--- config.mk ---
export PLATFORM = sky130hd
export DESIGN_NAME = lep_predictor
export DESIGN_NICKNAME = d
export VERILOG_FILES = /design/src/rtl/lep_pkg.sv /design/src/rtl/lep_slot_table.sv /design/src/rtl/lep_decide.sv /design/src/rtl/lep_stats.sv /design/src/rtl/lep_predictor.sv
export SDC_FILE = /design/constraint.sdc
export NUM_CORES = 1
export LEC_CHECK = 0
export ABC_AREA = 1
export BUFFER_PORTS_ARGS = -buffer_cell sky130_fd_sc_hd__clkbuf_2
export CAP_MARGIN = 25
export CELL_PAD_IN_SITES_DETAIL_PLACEMENT = 1
export CELL_PAD_IN_SITES_GLOBAL_PLACEMENT = 1
export CORE_MARGIN = 2
export CORE_UTILIZATION = 45
export CTS_BUF_LIST = sky130_fd_sc_hd__clkbuf_16
export CTS_CLUSTER_DIAMETER = 80
export DETAILED_ROUTE_END_ITERATION = 6
export GPL_TIMING_DRIVEN = 0
export PLACE_DENSITY = 0.78
export SLEW_MARGIN = 10
export SYNTH_ARGS = -nofsm -noshare
export SYNTH_HDL_FRONTEND = slang
export SYNTH_SLANG_ARGS = --single-unit
--- constraint.sdc ---
create_clock -name clk -period 4.8 [get_ports clk]
set_input_delay 0.24 -clock clk [delete_from_list [all_inputs] [get_ports clk]]
set_output_delay 0.24 -clock clk [all_outputs]
set_load 0.01 [all_outputs]
--- src/rtl/lep_pkg.sv ---
package lep_pkg;

    typedef enum logic [1:0] {
        RES_OK   = 2'd0,
        RES_SOFT = 2'd1,
        RES_HARD = 2'd2,
        RES_NONE = 2'd3
    } lep_res_e;

    typedef enum logic {
        ST_IDLE = 1'b0,
        ST_TRY  = 1'b1
    } lep_state_e;

    localparam int STAT_SOFT  = 0;
    localparam int STAT_HARD  = 1;
    localparam int STAT_OK    = 2;
    localparam int STAT_PLAIN = 3;
    localparam int NUM_STATS  = 4;

    typedef logic [NUM_STATS-1:0] lep_inc_t;

    // plain rounds a slot at level lvl must see before it retries
    function automatic logic [31:0] lep_gap_limit(input int unsigned lvl);
        return (32'd1 << lvl) - 32'd1;
    endfunction

endpackage

--- src/rtl/lep_slot_table.sv ---
module lep_slot_table #(
    parameter int NSLOT   = 8,
    parameter int MAX_LVL = 10,
    parameter int LVLW    = 4,
    parameter int GAPW    = 10,
    localparam int IDXW   = $clog2(NSLOT)
) (
    input  logic            clk,
    input  logic            rst,
    input  logic [IDXW-1:0] rd_idx,
    output logic [LVLW-1:0] rd_lvl,
    output logic [GAPW-1:0] rd_gap,
    output logic            rd_boost,
    input  logic            wr_en,
    input  logic [IDXW-1:0] wr_idx,
    input  logic [LVLW-1:0] wr_lvl,
    input  logic [GAPW-1:0] wr_gap,
    input  logic            wr_boost
);
    logic [LVLW-1:0] lvl_q   [NSLOT];
    logic [GAPW-1:0] gap_q   [NSLOT];
    logic            boost_q [NSLOT];

    always_ff @(posedge clk) begin
        if (rst) begin
            for (int i = 0; i < NSLOT; i++) begin
                lvl_q[i]   <= '0;
                gap_q[i]   <= '0;
                boost_q[i] <= 1'b0;
            end
        end else if (wr_en) begin
            lvl_q[wr_idx]   <= wr_lvl;
            gap_q[wr_idx]   <= wr_gap;
            boost_q[wr_idx] <= wr_boost;
        end
    end

    assign rd_lvl   = lvl_q[rd_idx];
    assign rd_gap   = gap_q[rd_idx];
    assign rd_boost = boost_q[rd_idx];


    wr_lvl_range_chk: assert property (@(posedge clk) disable iff (rst)
        wr_en |-> (wr_lvl <= LVLW'(MAX_LVL)));

endmodule

--- src/rtl/lep_decide.sv ---
module lep_decide
    import lep_pkg::*;
#(
    parameter int LVLW = 4,
    parameter int GAPW = 10
) (
    input  logic [LVLW-1:0] lvl,
    input  logic [GAPW-1:0] gap,
    input  logic            boost,
    output logic            go
);
    logic [31:0] gap_wide;
    logic [31:0] limit;

    always_comb begin
        gap_wide = 32'(gap);
        limit    = lep_gap_limit(32'(lvl));
        go       = (lvl == '0) || boost || (gap_wide >= limit);
    end

endmodule

--- src/rtl/lep_stats.sv ---
module lep_stats
    import lep_pkg::*;
#(
    parameter int STATW = 16
) (
    input  logic                            clk,
    input  logic                            rst,
    input  lep_inc_t                        inc,
    output logic [NUM_STATS-1:0][STATW-1:0] cnt
);
    for (genvar g = 0; g < NUM_STATS; g++) begin : g_cnt
        always_ff @(posedge clk) begin
            if (rst) begin
                cnt[g] <= '0;
            end else if (inc[g] && (cnt[g] != {STATW{1'b1}})) begin
                cnt[g] <= cnt[g] + 1'b1;
            end
        end


        stat_hold_chk: assert property (@(posedge clk) disable iff (rst)
            (cnt[g] == {STATW{1'b1}}) |=> (cnt[g] == {STATW{1'b1}}));


        stat_step_chk: assert property (@(posedge clk) disable iff (rst)
            (cnt[g] != {STATW{1'b1}}) |=>
                ((cnt[g] == $past(cnt[g])) || (cnt[g] == $past(cnt[g]) + 1'b1)));
    end

endmodule

--- src/rtl/lep_predictor.sv ---
module lep_predictor
    import lep_pkg::*;
#(
    parameter int NSLOT      = 8,
    parameter int MAX_LVL    = 10,
    parameter int MAX_TRIES  = 5,
    parameter int STATW      = 16,
    parameter int CODEW      = 8,
    parameter int ABORT_CODE = 1
) (
    input  logic                     clk,
    input  logic                     rst,
    input  logic                     aggressive,
    input  logic                     acq_req,
    input  logic [$clog2(NSLOT)-1:0] acq_slot,
    input  logic                     txn_begun,
    input  logic                     lock_held,
    input  logic                     res_valid,
    input  logic [1:0]               res_kind,
    output logic                     dec_valid,
    output logic                     dec_elide,
    output logic                     xabort_req,
    output logic [CODEW-1:0]         xabort_code,
    output logic [STATW-1:0]         cnt_soft,
    output logic [STATW-1:0]         cnt_hard,
    output logic [STATW-1:0]         cnt_ok,
    output logic [STATW-1:0]         cnt_plain
);
    localparam int IDXW = $clog2(NSLOT);
    localparam int LVLW = $clog2(MAX_LVL + 1);
    localparam int GAPW = MAX_LVL;
    localparam int TRYW = $clog2(MAX_TRIES + 1);

    lep_state_e      state_q, state_d;
    logic [IDXW-1:0] slot_q, slot_d;
    logic [TRYW-1:0] try_q, try_d;
    logic            dec_v_q, dec_v_d, dec_e_q, dec_e_d;
    logic            xab_q, xab_d;
    lep_res_e        res_e;

    logic [IDXW-1:0] rd_idx;
    logic [LVLW-1:0] rd_lvl, wr_lvl, lvl_up;
    logic [GAPW-1:0] rd_gap, wr_gap;
    logic            rd_boost, wr_boost, wr_en, go;
    lep_inc_t        inc;
    logic [NUM_STATS-1:0][STATW-1:0] cnt;

    assign res_e  = lep_res_e'(res_kind);
    assign rd_idx = (state_q == ST_IDLE) ? acq_slot : slot_q;
    assign lvl_up = (rd_lvl == LVLW'(MAX_LVL)) ? rd_lvl : rd_lvl + 1'b1;

    lep_slot_table #(
        .NSLOT(NSLOT), .MAX_LVL(MAX_LVL), .LVLW(LVLW), .GAPW(GAPW)
    ) u_table (
        .clk(clk), .rst(rst),
        .rd_idx(rd_idx), .rd_lvl(rd_lvl), .rd_gap(rd_gap), .rd_boost(rd_boost),
        .wr_en(wr_en), .wr_idx(slot_d), .wr_lvl(wr_lvl), .wr_gap(wr_gap),
        .wr_boost(wr_boost)
    );

    lep_decide #(.LVLW(LVLW), .GAPW(GAPW)) u_decide (
        .lvl(rd_lvl), .gap(rd_gap), .boost(rd_boost), .go(go)
    );

    lep_stats #(.STATW(STATW)) u_stats (
        .clk(clk), .rst(rst), .inc(inc), .cnt(cnt)
    );

    always_comb begin
        state_d  = state_q;
        slot_d   = slot_q;
        try_d    = try_q;
        dec_v_d  = 1'b0;
        dec_e_d  = 1'b0;
        wr_en    = 1'b0;
        wr_lvl   = rd_lvl;
        wr_gap   = rd_gap;
        wr_boost = rd_boost;
        inc      = '0;
        xab_d    = (state_q == ST_TRY) && txn_begun && lock_held;

        if (state_q == ST_IDLE) begin
            if (acq_req) begin
                slot_d  = acq_slot;
                wr_en   = 1'b1;
                dec_v_d = 1'b1;
                if (go) begin
                    dec_e_d  = 1'b1;
                    wr_gap   = '0;
                    wr_boost = 1'b0;
                    try_d    = TRYW'(1);
                    state_d  = ST_TRY;
                end else begin
                    wr_gap = (rd_gap == {GAPW{1'b1}}) ? rd_gap : rd_gap + 1'b1;
                    inc[STAT_PLAIN] = 1'b1;
                end
            end
        end else if (res_valid) begin
            case (res_e)
                RES_OK: begin
                    inc[STAT_OK] = 1'b1;
                    wr_en        = 1'b1;
                    if (rd_lvl != '0) begin
                        wr_lvl   = rd_lvl - 1'b1;
                        wr_boost = aggressive;
                    end
                    state_d = ST_IDLE;
                end
                RES_SOFT: begin
                    inc[STAT_SOFT] = 1'b1;
                    wr_en          = 1'b1;
                    wr_lvl         = lvl_up;
                    dec_v_d        = 1'b1;
                    if (try_q == TRYW'(MAX_TRIES)) begin
                        inc[STAT_PLAIN] = 1'b1;
                        state_d         = ST_IDLE;
                    end else begin
                        dec_e_d = 1'b1;
                        try_d   = try_q + 1'b1;
                    end
                end
                RES_HARD: begin
                    inc[STAT_HARD]  = 1'b1;
                    inc[STAT_PLAIN] = 1'b1;
                    wr_en           = 1'b1;
                    wr_lvl          = lvl_up;
                    dec_v_d         = 1'b1;
                    state_d         = ST_IDLE;
                end
                default: ;
            endcase
        end
    end

    always_ff @(posedge clk) begin
        if (rst) begin
            state_q <= ST_IDLE;
            slot_q  <= '0;
            try_q   <= '0;
            dec_v_q <= 1'b0;
            dec_e_q <= 1'b0;
            xab_q   <= 1'b0;
        end else begin
            state_q <= state_d;
            slot_q  <= slot_d;
            try_q   <= try_d;
            dec_v_q <= dec_v_d;
            dec_e_q <= dec_e_d;
            xab_q   <= xab_d;
        end
    end

    assign dec_valid   = dec_v_q;
    assign dec_elide   = dec_e_q;
    assign xabort_req  = xab_q;
    assign xabort_code = xab_q ? CODEW'(ABORT_CODE) : '0;
    assign cnt_soft    = cnt[STAT_SOFT];
    assign cnt_hard    = cnt[STAT_HARD];
    assign cnt_ok      = cnt[STAT_OK];
    assign cnt_plain   = cnt[STAT_PLAIN];


    lvl0_elide_chk: assert property (@(posedge clk) disable iff (rst)
        (state_q == ST_IDLE && acq_req && rd_lvl == '0) |=> (dec_valid && dec_elide));


    xabort_chk: assert property (@(posedge clk) disable iff (rst)
        (state_q == ST_TRY && txn_begun && lock_held) |=> xabort_req);


    lvl_step_chk: assert property (@(posedge clk) disable iff (rst)
        wr_en |-> ((wr_lvl == rd_lvl) || (wr_lvl == rd_lvl + 1'b1) || (wr_lvl + 1'b1 == rd_lvl)));


    try_bound_chk: assert property (@(posedge clk) disable iff (rst)
        (state_q == ST_TRY) |-> ((try_q >= TRYW'(1)) && (try_q <= TRYW'(MAX_TRIES))));


    busy_quiet_chk: assert property (@(posedge clk) disable iff (rst)
        (state_q == ST_TRY && !res_valid) |=> !dec_valid);

endmodule

# Word level (Yosys, flattened, before mapping)
# Memory sizes are Yosys's and may differ from the RTL's.
# Cells that the tools add are included.
totals:
  regBits: 74
  mem_bits_rw: 120
  in_bits: 12
  word_cells: 121
  n_memories: 3
mem_list:
  columns: ["name", "words", "width", "rd", "rd_clocked_by_memory_dff", "wr", "line", "text"]
  rows:
  - ["u_table.gap_q", 8, 10, 1, 0, 8, "lep_slot_table.sv:21", "logic [GAPW-1:0] gap_q [NSLOT];"]
  - ["u_table.lvl_q", 8, 4, 1, 0, 8, "lep_slot_table.sv:20", "logic [LVLW-1:0] lvl_q [NSLOT];"]
  - ["u_table.boost_q", 8, 1, 1, 0, 8, "lep_slot_table.sv:22", "logic boost_q [NSLOT];"]
classes:
  add_sub_neg: 9
  order_cmp: 1
  eq_ne: 12
  n_shift: 1
  mux: 65
  reduce_logical: 20
op_table:
  columns: ["cell", "count"]
  rows:
  - ["$add A16 B1 Y16 const B", 4]
  - ["$ne A16 B16 Y1 const B", 4]
  - ["$mux W10", 5]
  - ["$mux W3", 13]
  - ["$mux W1", 38]
  - ["$ge A10 B32 Y1", 1]
  - ["$shl A1 B4 Y32 const A", 1]
  - ["$sub A32 B1 Y32 const B", 1]
  - ["$mux W4", 6]
  - ["$add A10 B1 Y10 const B", 1]
  - ["$eq A10 B10 Y1 const B", 1]
  - ["$reduce_or A10 Y1", 1]
  - ["$pmux W4 S2", 1]
  - ["$logic_and A1 B1 Y1", 6]
  - ["$reduce_and A5 Y1", 1]
  - ["$add A4 B1 Y4 const B", 1]
  - ["$eq A4 B4 Y1 const B", 1]
  - ["$logic_not A4 Y1", 1]
  - ["$ne A2 B2 Y1 const B", 2]
  - ["$pmux W1 S2", 2]
  - ["$reduce_bool A2 Y1", 2]
  - ["$reduce_bool A4 Y1", 1]
  - ["$reduce_or A2 Y1", 2]
  - ["$reduce_or A4 Y1", 1]
  - ["other kinds (10)", 11]

# Longest topological paths before layout
# Gate-level depths: netlist (run 1).
depth:
  word_depth: 10
  ltp_mapped: 35
  ltp_nobuf: 33

# By module
# Synthesis (run 1) repeated with hierarchy kept, for this count alone.
unflattened:
  cells_unflattened: 1573
  area_unflattened_um2: 11407.2
by_module_without_submodules:
  columns: ["mod", "instances", "cells_per_inst", "area_per_inst_um2"]
  rows:
  - ["lep_slot_table", 1, 691, 5941.9]
  - ["lep_stats", 1, 573, 3638.5]
  - ["lep_predictor", 1, 227, 1365.1]
  - ["lep_decide", 1, 82, 461.7]

# Worst setup path before layout (run 1)
# Ideal clock, no wire load.
synth_path:
  kind: "register to register"
  start: "register state_q"
  end: "memory u_table.gap_q[5][1] (data pin)"
  setup_time_ps: 266
  arrival_time_ps: 3590
  required_ps: 4534
  slack_ps: 944
  stages_incl_launch_ff: 33
  n_path_buf: 3
  cell_sequence: "dfxtp_1 > buf_6 > o21ai_4 > inv_2 > buf_6 > nand2_1 > nand2_2 > buf_4 > nor2_1 > nand2_2 > ha_1 > nand2_1 > clkinv_1 > nand2_1 > nor2_4 > xnor2_1 > inv_1 > ha_1 > nand4_1 > nor3_1 > nor3_1 > o211ai_1 > nand3_1 > a21oi_1 > nand2_1 > nor2_2 > nand3_2 > nand3_4 > inv_1 > nand2_1 > o21ai_0 > inv_2 > nor2_1"
synth_rtl:
  columns: ["item", "line", "text"]
  rows:
  - ["from (decl)", "lep_predictor.sv:34", "lep_state_e state_q, state_d;"]
  - ["from (signal assigned)", "lep_predictor.sv:144", "state_q <= state_d;"]
  - ["to (decl)", "lep_slot_table.sv:21", null]

==> flow_summary.ini, run 1 <==
[yosys]
yosysUniqueCellTypes = 47
ys_warn_count = 0
synth_top_family_by_area = simple AND/OR/NAND/NOR gates
ys_seq_area_frac = 0.480
synthAdderAreaFrac = 0.0295
yosysTopAreaCell = edfxtp_1
yosysTopAreaCellShare = 0.340
muxShareOfSynthArea = 0
synth-simple-area-share = 0.271
synth_area_leaders = edfxtp_1 (34%), dfxtp_1 (14%), nor2_1 (7.7%), nand2_1 (7.2%), inv_1 (4.6%)
ys_ff_latch = 194
synth_edf_count = 120
synth_compound_area_frac = 0.118
syn_inst = 1289
netlist_area_um2 = 10600
avgSynthCellArea_um2 = 8.22
async_flop_share = 0
synthXorXnorAreaFrac = 0.0198
synth-main-ff-cell = edfxtp_1

[routing]
initialDrtViolationCount = 612
via_count = 9590
viasPerCell = 5.53
wirelength_mm = 33.3
drtAntennaViolNets = 0
wl_per_cell_um = 19.2
drt_first_pass_iters = 5
drcViolationCount = 0

[power_and_ir_drop]
p_int_uw = 3290
powerDensity_nw_per_um2 = 459
p_sw_uw = 2280
pwr-share-clk = 0.260
seqPwrFrac = 0.344
peakVddDrop_mv = 0.231
combPwrFrac = 0.396
finalPower_uw = 5570
p_sw_frac = 0.410
leakagePower_uw = 0.00488

[global_route]
met2_usage = 0.466
grt.busiest_layer = met2
grt_max_degree = 20
globalRouteMet3Util = 0.0449
grt_overflow = 0
grt_pass1_vias = 9841
grtUsageTotal = 0.274
gr-usage-met1 = 0.351
grt_first_pass_wirelength_mm = 52.0
grt_antenna_before_repair = 0

[timing]
hold_violations = 0
tightest_slew_ns = 1.04
max_freq_ghz = 0.214
skew_ns = 0.0125
fin_ws_ns = 0.127
period_minus_slack_ns = 4.67
timing.hold.ws_ns = 0.221
slew_violations = 0
setup_tns_ns = 0
setup-violations-final = 0
slew_headroom = 0.303
fin_crit_sh = 0.973

[floorplan]
start_util = 0.455
die_h_um = 157
core_um2 = 23300
pin_count = 87
die-area_um2 = 24800
row_count = 56
die_x_um = 157

[worst_setup_path]
path_class = flip-flop to flip-flop
reg2reg_slack_ns = 0.13
start_kind = flip-flop
arrival_ns = 4.84
worst_r2r_endpoint = u_table.gap_q[7][1]
required_ns = 4.97
r2r_cells = 25
slowest_delay_ns = 0.52
cp_slowest_cell = clkbuf_1
critPathMaxFanout = 10
r2r_start = state_q
cp-end-kind = flip-flop

[layout]
drive_above_1_share = 0.155
final_common_cell = nor2_1
diodes = 0
area_growth_syn_to_layout_pct = 14.7
final_util = 0.522
final_cell_mix = nor2_1 (216), nand2_1 (203), inv_1 (128)
nNetsFinal = 1440

[clock_tree]
clk-insertion-delay-late_ns = 0.45
cts.sink_count = 194
cts.root.buffer_cell = clkbuf_16
ctsLongestPathBuffers = 2
cts_tree = built
cts_max_level = 4
cts_made_buffers = 17
cts.clk_slew.worst_paths_ns = 0.07

[run]
cap_violations = 0

[hold_path]
holdCritStartpoint = res_valid
hold_path_end = state_q
hold_depth = 4
hold_path_class = primary input to flip-flop

[placement]
place_ws_ns = 0.00856
io_buffers = 78
place_hpwl_mm = 23.8
gp_routability_congestion = 0.876

[run_status]
outcome = finished clean
## cells in the mapped netlist, drive strengths merged, types with 4 or more instances
library cell  count
a21oi            97
buf              30
clkbuf           28
dfxtp            74
edfxtp          120
ha               25
inv             136
nand2           224
nand3           108
nand3b            5
nand4            22
nor2            227
nor3             28
nor3b             6
nor4              9
o21a              6
o21ai            76
o22ai             5
o32ai            21
or2               4
xnor2             9
xor2             15
## timing repair
| action | 4_1_cts | 5_1_grt |
|---|---|---|
| hold buffers | 2 | 0 |
| gates resized for setup | 2 | 20 |
| buffers inserted | 0 | 9 |
| pin swaps | 1 | 6 |
| endpoints found under the hold margin | 1 | 0 |
| endpoints found under the setup margin | 30 | 100 |
| cloned | 0 | 0 |
## worst max-delay path by stage
stage | end | start | slack [ns] | cells after the start
floorplan | u_table.gap_q[5][1] | state_q | 0.94 | 32
global placement | u_table.gap_q[6][1] | state_q | 0.09 | 35
detailed placement | u_table.gap_q[7][1] | state_q | 0.009 | 24
CTS | u_table.gap_q[7][1] | state_q | 0.007 | 35
global route | u_table.gap_q[7][1] | state_q | -0.12 | 33
finish | u_table.gap_q[7][1] | state_q | 0.13 | 25
## power groups by stage
stage | clock network (uW) | registers, uW | logic (uW)
2_1_floorplan | 0 | 1940 | 1470
3_3_place_gp | 0 | 1950 | 1980
3_5_place_dp | 0 | 1950 | 2050
4_1_cts | 1460 | 1910 | 2070
5_1_grt | 1520 | 1930 | 2420
6_report | 1450 | 1920 | 2200
## registers in the layout, summed over array words and instances, names as in the netlist
register,cells
u_table.lvl_q,32
slot_q,3
try_q,3
u_table.boost_q,8
u_stats.cnt,64
dec_valid,1
xabort_req,1
dec_elide,1
u_table.gap_q,80
state_q,1
## per-stage QoR
step,cells,instance area (um^2)
detailed placement,1692,11400
finish,1735,12100
CTS,1726,12000
floorplan,1295,10600
global placement,1692,11400
global route,1735,12100
## logic make-up (layout without fill, tap and decap cells)
family | after synthesis | count (layout)
AND/OR/NAND/NOR | 633 | 633
AO/OA/AOI/OAI | 217 | 217
adder cells (fa/ha/maj) | 25 | 25
flip-flops | 194 | 194
XOR/XNOR | 24 | 24
buffers and inverters | 195 | 316
other | 1 | 7
## critical path: cells and delay by family, from the launching register on
family	cells	cell delay (ns)
and+or+nand+nor	13	1.34
AOI/OAI and AO/OA	5	1.26
buffers and inverters	6	1.16
DFF	1	0.37
adders and majority gates	1	0.26
## metal layers
layer	up-vias	share of wire
li1	4560	-
met4	0	0.032
met3	69	0.048
met1	4722	0.43
met2	239	0.49
met5	-	0
## layout make-up
class                      count  area [um^2]
fill                        2911        11100
sequential                   194         5090
multi-input combinational    906         4720
inverter                     137          517
timing repair buffer          89          478
clock buffer                  18          450
tap                          319          399
buffer                        58          349
clock inverter                14          140
(Power assumes the default switching activity.)
==> run 2, diff against run 1 <==
- CORE_MARGIN: 2 -> default
==> run 2 against run 1 <==
Clock power is essentially flat. Worst hold slack lost 0.012 ns. Cell count shrank 0.35%. Critical path type unchanged. Largest cell class unchanged. Largest power group unchanged.
==> flow_summary.ini, run 2 (synthesis gave the netlist of run 1 again) <==
[routing]
wl_per_cell_um = 19.7
via_count = 9646
viasPerCell = 5.58
drcViolationCount = 0
drt_first_pass_iters = 5
initialDrtViolationCount = 547
drtAntennaViolNets = 0
wirelength_mm = 34.0

[layout]
layout.cells.non_filler = 1729
largest-register = u_table.gap_q
fin_area_um2 = 12100
final_common_cell = nor2_1
drive_above_1_share = 0.154
final_cell_mix = nor2_1 (217), nand2_1 (204), inv_1 (128)
area_growth_syn_to_layout_pct = 14.2
diodes = 0
largest_reg_flops = 80
reg.largest.list = u_table.gap_q x80, u_stats.cnt x64, u_table.lvl_q x32
nNetsFinal = 1440
final_util = 0.529

[floorplan]
core_um2 = 22800
die-area_um2 = 24200
pin_count = 87
die_h_um = 155
start_util = 0.464
row_count = 55
die_x_um = 155

[worst_setup_path]
slowest_delay_ns = 0.44
arrival_ns = 4.77
cp_slowest_cell = clkbuf_1
cp-end-kind = flip-flop
start_kind = flip-flop
reg2reg_slack_ns = 0.21
worst_path_most_repeated_cell = inv_1
required_ns = 4.98
path_class = flip-flop to flip-flop
critPathMaxFanout = 10

[clock_tree]
cts.clk_slew.worst_paths_ns = 0.08
clk-insertion-delay-late_ns = 0.45
ctsLongestPathBuffers = 2
cts.root.buffer_cell = clkbuf_16
cts_max_level = 4
cts_made_buffers = 17
cts_tree = built
cts.sink_count = 194

[timing]
max_freq_ghz = 0.218
hold_violations = 0
slew_violations = 0
setup-violations-final = 0
skew_ns = 0.0144
fin_crit_sh = 0.956
slew_headroom = 0.344
tightest_slew_ns = 0.982
period_minus_slack_ns = 4.59
fin_ws_ns = 0.210

[power_and_ir_drop]
leakagePower_uw = 0.00486
powerDensity_nw_per_um2 = 458
peakVddDrop_mv = 0.259

[placement]
dp_cells = 1686
io_buffers = 78
place_hpwl_mm = 24.0
gp_routability_congestion = 0.847
place_ws_ns = 0.162
postPlaceCellArea_um2 = 11400

[global_route]
grt_max_degree = 20
grt_pass1_vias = 9887
grt_overflow = 0
grt_antenna_before_repair = 0
grtUsageTotal = 0.290
grt_first_pass_wirelength_mm = 53.3

[hold_path]
hold_path_class = primary input to flip-flop

[run]
cap_violations = 0

[run_status]
outcome = finished clean
[run 2: cell type report]
class / instances / area [um^2]
tap: 313 / 392
clock inverter: 15 / 144
fill: 2853 / 10800
timing repair buffer: 89 / 490
buffer: 58 / 344
inverter: 137 / 517
sequential: 194 / 5090
multi-input combinational: 906 / 4700
clock buffer: 17 / 425
[run 2: path summary, 6_finish.rpt]
| path | startpoint | end | cells after the start |
|---|---|---|---|
| worst max-delay path | state_q | u_table.gap_q[7][1] | 28 |
| worst min-delay path | res_valid | state_q | 4 |
| worst max register to register | state_q | u_table.gap_q[7][1] | 28 |
| worst min register to register | u_stats.cnt[40] | u_stats.cnt[40] | 2 |
[run 2: layer usage]
metal | GRT usage | vias to the layer above | wire length, um
met5 | 0 | - | 0
met3 | 0.0343 | 53 | 1520
met2 | 0.509 | 247 | 17100
met1 | 0.368 | 4784 | 14700
li1 | - | 4562 | -
met4 | 0.0999 | 0 | 702
[run 2: through the flow]
stage | total power [uW] | hold WS, ns | TNS [ns]
after global placement | 3940 | 0.449 | 0
final | 5540 | 0.208 | 0
after CTS | 5420 | 0.210 | 0
after detailed placement | 4010 | 0.460 | 0
after floorplan | 3410 | 0.359 | 0
after global routing | 5820 | 0.268 | -0.197
[run 2: critical path, delay by kind of cell (launching register included)]
| family | cells | cell delay, ns |
|---|---|---|
| flops | 1 | 0.35 |
| compound gates | 7 | 1.10 |
| fa+ha+maj | 1 | 0.23 |
| simple gates | 11 | 1.13 |
| buf+inv | 9 | 1.51 |
[run 2: timing repair]
| item | CTS | global route |
|---|---|---|
| buffers inserted | 0 | 9 |
| gates resized for setup | 0 | 17 |
| hold buffers | 2 | 0 |
| endpoints found under the setup margin | 0 | 100 |
| hold endpoints to repair | 1 | 0 |
[run 2: power breakdown]
| group | internal [uW] | switching, uW |
|---|---|---|
| logic | 688 | 1520 |
| registers | 1870 | 43.5 |
| clock network | 691 | 725 |
| total | 3250 | 2290 |
==> run 3, diff against run 2 <==
- REMOVE_ABC_BUFFERS: default -> 1
==> run 3 against run 2 <==
Maximum frequency fell by 2.2%. Critical path depth did not move. First-iteration DRC count increased by 8.8%. Flip-flop and latch count stayed put. Routed wire length grew 4.7%. Total power is 4.3% higher. Combinational power rose by 14%. Die area unchanged. Clock skew shrank 0.0045 ns. Cell count decreased by 0.23%. Register-to-register slack lost 0.10 ns. Sequential power barely moved. Critical path type unchanged. Largest cell class unchanged. Highest routed layer unchanged.
==> flow_summary.ini, run 3 (synthesis gave the netlist of run 1 again) <==
[run_status]
outcome = finished clean

[clock_tree]
cts.clk_slew.worst_paths_ns = 0.07
cts_made_buffers = 17
ctsLongestPathBuffers = 2
cts_max_level = 4
clk-insertion-delay-late_ns = 0.44
cts_tree = built
cts.sink_count = 194
cts.root.buffer_cell = clkbuf_16

[timing]
setup-violations-final = 0
max_freq_ghz = 0.213
setup_tns_ns = 0
skew_ns = 0.00985
slew_violations = 0
fin_crit_sh = 0.978
fin_ws_ns = 0.107
hold_violations = 0
tightest_slew_ns = 1.08
period_minus_slack_ns = 4.69
slew_headroom = 0.281

[power_and_ir_drop]
leakagePower_uw = 0.00507
powerDensity_nw_per_um2 = 460
peakVddDrop_mv = 0.258
finalPower_uw = 5770

[global_route]
grt_overflow = 0
grt_first_pass_wirelength_mm = 52.6
grt_max_degree = 44
grt_antenna_before_repair = 0
grt_pass1_vias = 9840
grtUsageTotal = 0.285

[routing]
viasPerCell = 5.71
drcViolationCount = 0
wl_per_cell_um = 20.6
drtAntennaViolNets = 0
wirelength_mm = 35.6
via_count = 9849
drt_first_pass_iters = 5
initialDrtViolationCount = 595

[floorplan]
pin_count = 87
die_x_um = 155
die-area_um2 = 24200
die_h_um = 155
core_um2 = 22800
start_util = 0.464
row_count = 55

[worst_setup_path]
worst_path_most_repeated_cell = buf_4
worst-path-buf-inv = 7
r2r_cells = 28
critPathMaxFanout = 8
crit_family = simple AND/OR/NAND/NOR gates
crit_cells = 28
required_ns = 4.95
arrival_ns = 4.85
cp-end-kind = flip-flop
start_kind = flip-flop
path_class = flip-flop to flip-flop
cp_slowest_cell = dfxtp_4
slowest_delay_ns = 0.42

[layout]
reg.largest.list = u_table.gap_q x80, u_stats.cnt x64, u_table.lvl_q x32
final_common_cell = nor2_1
drive_above_1_share = 0.187
final_cell_mix = nor2_1 (216), nand2_1 (193), inv_1 (128)
largest-register = u_table.gap_q
largest_reg_flops = 80
nNetsFinal = 1436
diodes = 0
area_growth_syn_to_layout_pct = 18.5
final_util = 0.549

[placement]
place_ws_ns = -1.46
io_buffers = 79
gp_routability_congestion = 0.839
place_hpwl_mm = 20.5

[hold_path]
hold_depth = 3
hold_path_class = primary input to flip-flop

[run]
cap_violations = 0
-- run 3: cell count changes in the layout (fill, tap and decap cells not counted), sizes merged --
cell         delta
dlygate4sd3     -1
clkinvlp        +2
bufbuf          +3
clkbuf         -27
inv             +1
buf            +11
nand2           +6
o21ai           +1
-- run 3: layer usage --
metal	GRT usage	part of all wire
met3	0.0518	0.066
met1	0.353	0.41
met5	0	0
met4	0.103	0.031
met2	0.494	0.49
-- run 3: what timing repair did --
| action | CTS | global route |
|---|---|---|
| gates resized for setup | 25 | 46 |
| pin swaps | 5 | 22 |
| endpoints found under the setup margin | 101 | 101 |
| hold buffers | 1 | 0 |
| hold endpoints to repair | 1 | 0 |
| cloned | 9 | 5 |
| buffers inserted | 10 | 35 |
-- run 3: through the flow --
stage               instances  area, um^2  hold WS (ns)
CTS                      1684       12000       0.00521
global route             1725       12500        0.0400
finish                   1725       12500       0.00944
floorplan                1237       10300         0.302
global placement         1629       11100         0.451
detailed placement       1632       11100         0.455
-- run 3: final timing paths --
kind / from / end / slack (ns)
setup / recovery: state_q / u_table.gap_q[1][6] / 0.11
hold / removal: lock_held / xabort_req / 0.009
setup reg to reg: state_q / u_table.gap_q[1][6] / 0.11
hold reg to reg: try_q[1] / try_q[1] / 0.49
-- run 3: worst reg2reg max path, delay by kind of cell, from the launching register on --
kind / cells / cell delay [ns]
xor gates and xnor gates: 1 / 0.14
and+or+nand+nor: 16 / 1.95
adders and majority gates: 1 / 0.31
AOI/OAI and AO/OA: 3 / 0.44
DFF: 1 / 0.42
buffers and inverters: 7 / 1.16
-- run 3: final cells by class --
type / count / area [um^2]
fill: 2765 / 10300
clock buffer: 17 / 425
tap: 313 / 392
inverter: 137 / 538
clock inverter: 15 / 92.6
multi-input combinational: 913 / 5010
timing repair inverter: 3 / 26.3
sequential: 194 / 5090
timing repair buffer: 133 / 968
-- run 3: where the power goes --
part | switching [uW] | internal (uW) | total [uW] | leakage, uW
combinational | 1700 | 830 | 2530 | 0.00297
sequential | 50.7 | 1870 | 1920 | 0.00184
clock | 659 | 657 | 1320 | 0.000258
